<file path="src/rtl/pi_ctrl_pkg.sv">
package pi_ctrl_pkg;

    typedef enum logic [1:0] {
        PROP_MINUS = 2'b00,
        PROP_ZERO  = 2'b01,
        PROP_PLUS  = 2'b10
    } prop_e;

    typedef enum logic {
        MODE_THERM = 1'b0,
        MODE_COUNT = 1'b1
    } int_mode_e;

    typedef struct packed {
        logic up;
        logic dn;
    } pd_sample_s;

    typedef enum logic [1:0] {
        STEP_HOLD = 2'b00,
        STEP_INC  = 2'b01,
        STEP_DEC  = 2'b10
    } step_e;

    function automatic prop_e prop_of(pd_sample_s s);
        case ({s.up, s.dn})
            2'b10:   return PROP_PLUS;
            2'b01:   return PROP_MINUS;
            default: return PROP_ZERO;
        endcase
    endfunction

    function automatic step_e step_of(pd_sample_s s);
        case ({s.up, s.dn})
            2'b10:   return STEP_INC;
            2'b01:   return STEP_DEC;
            default: return STEP_HOLD;
        endcase
    endfunction

endpackage

</file>
<file path="src/rtl/pd_retime.sv">
module pd_retime
    import pi_ctrl_pkg::*;
(
    input  logic       clk,
    input  logic       rst,
    input  logic       up_in,
    input  logic       dn_in,
    output pd_sample_s smp
);

    always_ff @(posedge clk) begin
        if (rst) begin
            smp <= '0;
        end else begin
            smp.up <= up_in;
            smp.dn <= dn_in;
        end
    end

endmodule

</file>
<file path="src/rtl/prop_path.sv">
module prop_path
    import pi_ctrl_pkg::*;
(
    input  logic       clk,
    input  logic       rst,
    input  pd_sample_s smp,
    output logic [1:0] prop_code
);

    prop_e code;

    always_comb code = prop_of(smp);

    assign prop_code = code;


    prop_legal_chk: assert property (@(posedge clk) disable iff (rst)
        prop_code != 2'b11);


    prop_overlap_zero_chk: assert property (@(posedge clk) disable iff (rst)
        (smp.up && smp.dn) |-> prop_code == 2'b01);

endmodule

</file>
<file path="src/rtl/integ_path.sv">
module integ_path
    import pi_ctrl_pkg::*;
#(
    parameter int        WIDTH = 16,
    parameter int_mode_e MODE  = MODE_THERM,
    localparam int       LW    = $clog2(WIDTH + 1)
) (
    input  logic             clk,
    input  logic             rst,
    input  pd_sample_s       smp,
    output logic [WIDTH-1:0] word,
    output logic [LW-1:0]    level
);

    localparam int HALF = WIDTH / 2;

    step_e step;

    always_comb step = step_of(smp);

    generate
        if (MODE == MODE_THERM) begin : g_therm
            logic [WIDTH-1:0] sr;

            always_ff @(posedge clk) begin
                if (rst) begin
                    sr <= WIDTH'((WIDTH + 1)'(1) << HALF) - WIDTH'(1);
                end else begin
                    case (step)
                        STEP_INC: sr <= {sr[WIDTH-2:0], 1'b1};
                        STEP_DEC: sr <= {1'b0, sr[WIDTH-1:1]};
                        default:  sr <= sr;
                    endcase
                end
            end

            assign word  = sr;
            assign level = LW'($countones(sr));


            therm_contig_chk: assert property (@(posedge clk) disable iff (rst)
                ((sr & (sr + WIDTH'(1))) == '0));
        end else begin : g_count
            logic [LW-1:0] cnt;

            always_ff @(posedge clk) begin
                if (rst) begin
                    cnt <= LW'(HALF);
                end else begin
                    case (step)
                        STEP_INC: if (cnt < LW'(WIDTH)) cnt <= cnt + LW'(1);
                        STEP_DEC: if (cnt != '0) cnt <= cnt - LW'(1);
                        default:  cnt <= cnt;
                    endcase
                end
            end

            assign word  = WIDTH'(cnt);
            assign level = cnt;
        end
    endgenerate


    integ_inc_chk: assert property (@(posedge clk) disable iff (rst)
        (smp.up && !smp.dn && level < LW'(WIDTH)) |=> level == LW'($past(level) + LW'(1)));


    integ_dec_chk: assert property (@(posedge clk) disable iff (rst)
        (!smp.up && smp.dn && level != '0) |=> level == LW'($past(level) - LW'(1)));


    integ_hold_chk: assert property (@(posedge clk) disable iff (rst)
        (smp.up == smp.dn) |=> $stable(word));


    integ_top_sat_chk: assert property (@(posedge clk) disable iff (rst)
        (smp.up && !smp.dn && level == LW'(WIDTH)) |=> level == LW'(WIDTH));


    integ_bot_sat_chk: assert property (@(posedge clk) disable iff (rst)
        (!smp.up && smp.dn && level == '0) |=> level == '0);

endmodule

</file>
<file path="src/rtl/varcap_pi_ctrl.sv">
module varcap_pi_ctrl
    import pi_ctrl_pkg::*;
#(
    parameter int        WIDTH = 16,
    parameter int_mode_e MODE  = MODE_THERM
) (
    input  logic             fb_clk,
    input  logic             rst,
    input  logic             up_in,
    input  logic             dn_in,
    output logic [1:0]       prop_code,
    output logic [WIDTH-1:0] integ_word
);

    localparam int LW = $clog2(WIDTH + 1);

    pd_sample_s    smp;
    logic [LW-1:0] level;

    pd_retime u_retime (
        .clk   (fb_clk),
        .rst   (rst),
        .up_in (up_in),
        .dn_in (dn_in),
        .smp   (smp)
    );

    prop_path u_prop (
        .clk       (fb_clk),
        .rst       (rst),
        .smp       (smp),
        .prop_code (prop_code)
    );

    integ_path #(
        .WIDTH (WIDTH),
        .MODE  (MODE)
    ) u_integ (
        .clk   (fb_clk),
        .rst   (rst),
        .smp   (smp),
        .word  (integ_word),
        .level (level)
    );


    reset_state_chk: assert property (@(posedge fb_clk)
        rst |=> (prop_code == 2'b01 && level == LW'(WIDTH / 2)));

endmodule

</file>
<file path="config.mk">
export PLATFORM = sky130hd
export DESIGN_NAME = varcap_pi_ctrl
export DESIGN_NICKNAME = d
export VERILOG_FILES = /design/src/rtl/pi_ctrl_pkg.sv /design/src/rtl/pd_retime.sv /design/src/rtl/prop_path.sv /design/src/rtl/integ_path.sv /design/src/rtl/varcap_pi_ctrl.sv
export SDC_FILE = /design/constraint.sdc
export NUM_CORES = 1
export LEC_CHECK = 0
export CAP_MARGIN = 30
export CORE_UTILIZATION = 50
export DETAILED_ROUTE_END_ITERATION = 12
export DONT_BUFFER_PORTS = 1
export GPL_TIMING_DRIVEN = 1
export PLACE_DENSITY = 0.69
export SETUP_SLACK_MARGIN = 0.4
export SYNTH_ARGS = -nofsm -noshare
export SYNTH_HDL_FRONTEND = slang
export SYNTH_SLANG_ARGS = --single-unit
</file>
<file path="constraint.sdc">
create_clock -name fb_clk -period 2.2 [get_ports fb_clk]
set_input_delay 0.44 -clock fb_clk [delete_from_list [all_inputs] [get_ports fb_clk]]
set_output_delay 0.44 -clock fb_clk [all_outputs]
set_load 0.005 [all_outputs]
</file>
==> impl_metrics.yaml, run 1 <==
run_status:
  status: "finished, final reports clean"
yosys:
  synth_simple_gate_area_frac: 0.169
  synth_warnings: 0
  synth.ff_latch_count: 18
  ys_types: 16
  synthesized_area_fraction_occupied_by_xor_and_xnor_cells: 0
  synth_area_per_cell_um2: 10.3
  mappedNetlistNets: 88
  synth_top_family_by_area: "simple AND/OR/NAND/NOR gates"
  synth.yosys.seq_area_share: 0.430
  post_synth_fa_ha_maj_area_fraction: 0.0448
  netlist_instances: 81
  syn-cell-area_um2: 837
  synth-compound-area-share: 0.124
  muxShareOfSynthArea: 0.167
worst_setup_path:
  worst-setup-path-type: "reg -> out"
  reg2reg_slack_ns: 0.72
  rr_endpoint: "u_integ.word[5]"
  critical_path_arrival_ns: 1.21
  cp_cell_sequence: "inv_1 > ha_2"
  worst_path_largest_cell_delay_ns: 0.50
  rr_startpoint: "u_retime.smp[0]"
  crit_path_max_fanout: 21
  r2r_cells: 4
  timing.critical_path.required_ns: 1.76
  worstSetupEndpointType: "primary output"
  cp_slowest_cell: "ha_2"
  cp-start-kind: "flop"
floorplan:
  die_y_um: 42.9
  num_rows: 14
  effective_utilization_at_floorplan: 0.543
  dieWidth_um: 42.9
  die_area_um2: 1840
  ios: 22
  core_area_um2: 1540
clocking:
  clk_root_buffer_cell: "clkbuf_4"
  cts_tree: "done"
  cts.htree.levels: 1
  insertion_delay_ns: 0.29
  cts_inserted_buffers: 3
  cts_buffer_depth: 2
  clock_sinks: 18
  number_of_buffers_inserted_to_repair_setup_after_cts: 0
  cts.clk_slew.worst_paths_ns: 0.10
global_route:
  grt_use_total: 0.169
  grt_pass1_vias: 474
  grt_max_degree: 22
  wire_length_of_the_first_global_routing_pass_um: 2300
  antenna_found_initial: 0
  global_route_overflow: 0
power_and_ir_drop:
  ir_drop_uv: 423
  p_total_mw: 0.634
  p_sw_mw: 0.154
  cellLeakagePower_nw: 0.301
  comb_power_share: 0.114
  p_int_mw: 0.480
  p_clk_frac: 0.315
  power_switching_share: 0.243
  share_seq_of_total_power: 0.571
  power.density_nw_per_um2: 743
route:
  avg_wl_per_cell_um: 15.3
  drt_drc_violations_left: 0
  via_per_inst: 5.83
  wirelength_um: 1460
  drt_first_pass_iters: 4
  final_antenna_net_count: 0
  initialDrtViolationCount: 10
  routed-via-count: 554
placed_design:
  dp.cells: 91
  finalWeightedCongestion: 0.713
  port_buffers: 0
  dpl_cell_area_um2: 815
timing:
  worst_pin_slew_ns: 0.536
  hold_ws_ns: 0.203
  slew-limit-headroom: 0.643
  max_freq_mhz: 608
  final_min_period_over_clock_period: 0.748
  timing.final.hold_violations: 0
  rsz_0062_raised_after_global_routing: "no"
  final_setup_violation_count: 0
  fin_setup_tns_ns: 0
  timing.clock.skew_ns: 0.00249
  maxSlewViolCount: 0
  period_needed_ns: 1.65
cells_and_area:
  final_nets: 87
  antenna-diode-count: 0
  post-route-cell-area_um2: 853
  instances_no_fill: 95
  syn2layout_area_growth_pct: 1.94
  layout-drive-gt1-share: 0.0886
hold_path:
  hold_path_class: "in -> reg"
  min_delay_worst_endpoint: "u_integ.word[15]"
  holdCritStartpoint: "rst"
  timing.hold.worst_path_depth: 1
run:
  max_cap_viol_count: 0
==> state kept, by name (all words and copies together), names as in the netlist <==
name,flops
u_integ.word,16
u_retime.smp,2
==> worst max path at each step <==
stage	from	end
3_5_place_dp	u_retime.smp[0]	u_integ.word[9]
2_1_floorplan	u_retime.smp[0]	u_integ.word[15]
6_report	u_retime.smp[0]	prop_code[0]
4_1_cts	u_retime.smp[0]	prop_code[0]
3_3_place_gp	u_retime.smp[0]	u_integ.word[12]
5_1_grt	u_retime.smp[0]	prop_code[0]
==> synthesized netlist by cell type <==
cell type | n | share of area
or3b_4 | 1 | 0.013
inv_1 | 3 | 0.013
dfxtp_1 | 18 | 0.43
buf_2 | 3 | 0.018
o21bai_1 | 1 | 0.0090
nor2_1 | 1 | 0.0045
ha_1 | 3 | 0.045
buf_6 | 2 | 0.027
a21oi_1 | 7 | 0.042
a21oi_2 | 1 | 0.010
nor3b_1 | 8 | 0.072
nor2b_1 | 10 | 0.075
nand2_1 | 1 | 0.0045
clkbuf_2 | 1 | 0.0060
a211oi_1 | 7 | 0.063
mux2i_1 | 14 | 0.17
==> layout make-up <==
| cell class | count | area [um2] |
|---|---|---|
| fillers | 153 | 688 |
| multi-input cells | 54 | 425 |
| flip-flops and latches | 18 | 360 |
| clock buffers | 4 | 36.3 |
| well taps | 16 | 20.0 |
| inverters | 3 | 11.3 |
==> per-stage QoR <==
step / worst slack, ns / util
after floorplan: 0.789 / -
after global placement: 0.619 / 0.528
after detailed placement: 0.591 / 0.528
after CTS: 0.422 / 0.552
after global routing: 0.444 / 0.554
final: 0.555 / 0.554
==> logic make-up (layout without fill, tap and decap cells) <==
| kind of cell | count (synthesis) | count (layout) |
|---|---|---|
| muxes | 14 | 14 |
| and+or+nand+nor | 21 | 21 |
| adders and majority gates | 3 | 3 |
| DFF | 18 | 18 |
| AOI/OAI and AO/OA | 16 | 16 |
| buffers and inverters | 9 | 7 |
==> layout by cell type, fill, tap and decap left out <==
cell type  netlist  routed
nor2b_1         10      10
a21oi_1          7       7
nor3b_1          8       8
mux2i_1         14      14
nand2_1          1       1
a211oi_1         7       7
ha_1             3       2
o21bai_1         1       1
inv_1            3       3
dfxtp_1         18      18
or3b_4           1       1
clkbuf_8         0       1
clkbuf_4         0       3
a21oi_2          1       1
nor2_1           1       1
ha_2             0       1
==> worst max-delay path, delay by kind of cell (launching register included) <==
family	cells	cell delay [ns]
DFF	1	0.37
buffers and inverters	1	0.05
adders and majority gates	1	0.50
==> power groups by stage <==
| stage | Combinational [mW] | Sequential, mW | Clock, mW |
|---|---|---|---|
| 2_1_floorplan | 0.0731 | 0.365 | 0 |
| 3_3_place_gp | 0.0709 | 0.370 | 0 |
| 3_5_place_dp | 0.0715 | 0.370 | 0 |
| 4_1_cts | 0.0721 | 0.363 | 0.210 |
| 5_1_grt | 0.0802 | 0.365 | 0.225 |
| 6_report | 0.0724 | 0.362 | 0.199 |
==> per-layer routing <==
layer	GRT usage	up-vias	part of all wire
met5	0	-	0
met4	0.0750	0	0.013
met3	0.0723	2	0.058
met2	0.236	16	0.45
met1	0.224	257	0.48
li1	-	279	-
==> what timing repair did <==
item                       CTS  global route
setup endpoints to repair    0             3
resized for setup            0             1
hold buffers                 0             0
Note: power is estimated with default switching activity, not from simulation.
==> run 2: changes to the inputs <==
clock period = 1.71 ns   (was 2.2 ns; I/O delays follow)
==> run 2 against run 1 <==
Hold slack worse by 0.11 ns; utilization rose by 9.7 points; cell area is 17% higher; die area stayed put; highest routed layer unchanged; clock power rose by 32%; sequential power up 30%; global-route usage rose by 2.5 points.
==> impl_metrics.yaml, run 2 (synthesis results as in run 1) <==
worst_setup_path:
  timing.critical_path.from: "u_retime.smp[0]"
  worstSetupEndpointType: "primary output"
  cp_cell_sequence: "inv_2 > ha_4"
  worst-setup-path-type: "reg -> out"
  critical_path_arrival_ns: 0.99
  crit_path_max_fanout: 7
  cp_slowest_cell: "dfxtp_2"
  rr_startpoint: "u_retime.smp[0]"
  cp-start-kind: "flop"
  worst_path_largest_cell_delay_ns: 0.35
  timing.critical_path.required_ns: 1.37
cells_and_area:
  layout-drive-gt1-share: 0.365
  instances_no_fill: 101
  antenna-diode-count: 0
  layout.cells.most_common: "dfxtp_1"
  filler_instances: 115
  final_nets: 93
  largest_register_ff_count: 16
  mostFrequentLayoutCells: "dfxtp_1 (16), mux2i_1 (14), a21oi_1 (7)"
  utilization: 0.650
  syn2layout_area_growth_pct: 19.7
hold_path:
  holdCritStartpoint: "rst"
  hold_path_class: "in -> reg"
timing:
  fin_setup_tns_ns: 0
  maxSlewViolCount: 0
  slew-limit-headroom: 0.809
  final_min_period_over_clock_period: 0.780
  timing.final.hold_violations: 0
  final_setup_violation_count: 0
  timing.clock.skew_ns: 0.00107
  max_freq_mhz: 750
  rsz_0062_raised_after_global_routing: "yes"
  worst_pin_slew_ns: 0.286
  period_needed_ns: 1.33
route:
  via_per_inst: 5.85
  initialDrtViolationCount: 3
  drt_first_pass_iters: 4
  routed-via-count: 591
  avg_wl_per_cell_um: 16.1
  wirelength_um: 1630
  drt_drc_violations_left: 0
  final_antenna_net_count: 0
floorplan:
  core_area_um2: 1540
  num_rows: 14
  dieWidth_um: 42.9
  die_area_um2: 1840
  ios: 22
  die_y_um: 42.9
  effective_utilization_at_floorplan: 0.543
clocking:
  cts.clk_slew.worst_paths_ns: 0.10
  cts_tree: "done"
  cts_inserted_buffers: 3
  insertion_delay_ns: 0.29
  cts.htree.levels: 1
  clk_root_buffer_cell: "clkbuf_4"
  cts_hold_buf: 0
  clock_sinks: 18
  cts_buffer_depth: 2
run:
  max_cap_viol_count: 0
placed_design:
  place_hpwl_um: 990
  finalWeightedCongestion: 0.728
  dp.cells: 91
  port_buffers: 0
global_route:
  grt_util_met1: 0.251
  grt_use_met3: 0.0511
  antenna_found_initial: 0
  grt_most_used_layer: "met2"
  wire_length_of_the_first_global_routing_pass_um: 2700
  grt_use_total: 0.194
  grt_pass1_vias: 598
  met2_usage: 0.300
  grt_max_degree: 20
  global_route_overflow: 0
power_and_ir_drop:
  cellLeakagePower_nw: 0.361
  ir_drop_uv: 397
  power.density_nw_per_um2: 881
run_status:
  status: "finished, final reports clean"
==> run 2: cell types whose count changed in the layout (fill, tap and decap cells not counted), sizes merged <==
| cell | delta |
|---|---|
| buf | +6 |
==> run 2: timing repair <==
item                                    in CTS  in global routing
pin swaps                                    1                  8
endpoints found under the setup margin      12                 17
setup buffers                                6                  0
cloned                                       0                  0
gates resized for setup                      5                 16
==> run 2: final cells by class <==
cell class	instances	area [um2]	area share
well taps	16	20.0	0.0200
flip-flops and latches	18	363	0.362
repair buffers	6	61.3	0.0612
clock buffers	4	36.3	0.0362
multi-input cells	54	510	0.509
inverters	3	11.3	0.0112
==> run 2: path summary, 6_finish.rpt <==
| path | endpoint | slack (ns) | depth (start not counted) |
|---|---|---|---|
| worst max-delay path | prop_code[0] | 0.38 | 2 |
| worst min-delay path | u_retime.smp[0] | 0.1 | 1 |
| worst max register to register | u_integ.word[15] | 0.41 | 5 |
| worst min register to register | u_integ.word[15] | 0.51 | 2 |
==> run 2: worst max-delay path, delay by kind of cell (launching register included) <==
family | cells | cell delay, ns
buffers and inverters | 1 | 0.04
adders and majority gates | 1 | 0.31
DFF | 1 | 0.35
==> run 2: per-layer routing <==
| metal | share of wire | vias to the layer above |
|---|---|---|
| li1 | - | 290 |
| met3 | 0.054 | 4 |
| met5 | 0 | - |
| met4 | 0.017 | 0 |
| met1 | 0.45 | 282 |
| met2 | 0.47 | 15 |
==> run 2: through the flow <==
stage / setup slack [ns] / hold WS [ns] / cell area (um2) / power [mW]
2_1_floorplan: 0.418 / 0.470 / 851 / 0.567
3_3_place_gp: 0.336 / 0.406 / 828 / 0.574
3_5_place_dp: 0.293 / 0.407 / 828 / 0.576
4_1_cts: 0.373 / 0.0847 / 927 / 0.866
5_1_grt: 0.331 / 0.0785 / 1000 / 0.930
6_report: 0.377 / 0.0977 / 1000 / 0.883
==> run 2: power breakdown <==
part	switching, mW	leakage [nW]	internal [mW]	total, mW
Combinational	0.0635	0.192	0.0876	0.151
Clock	0.132	0.0210	0.130	0.262
Sequential	0.0293	0.148	0.441	0.471
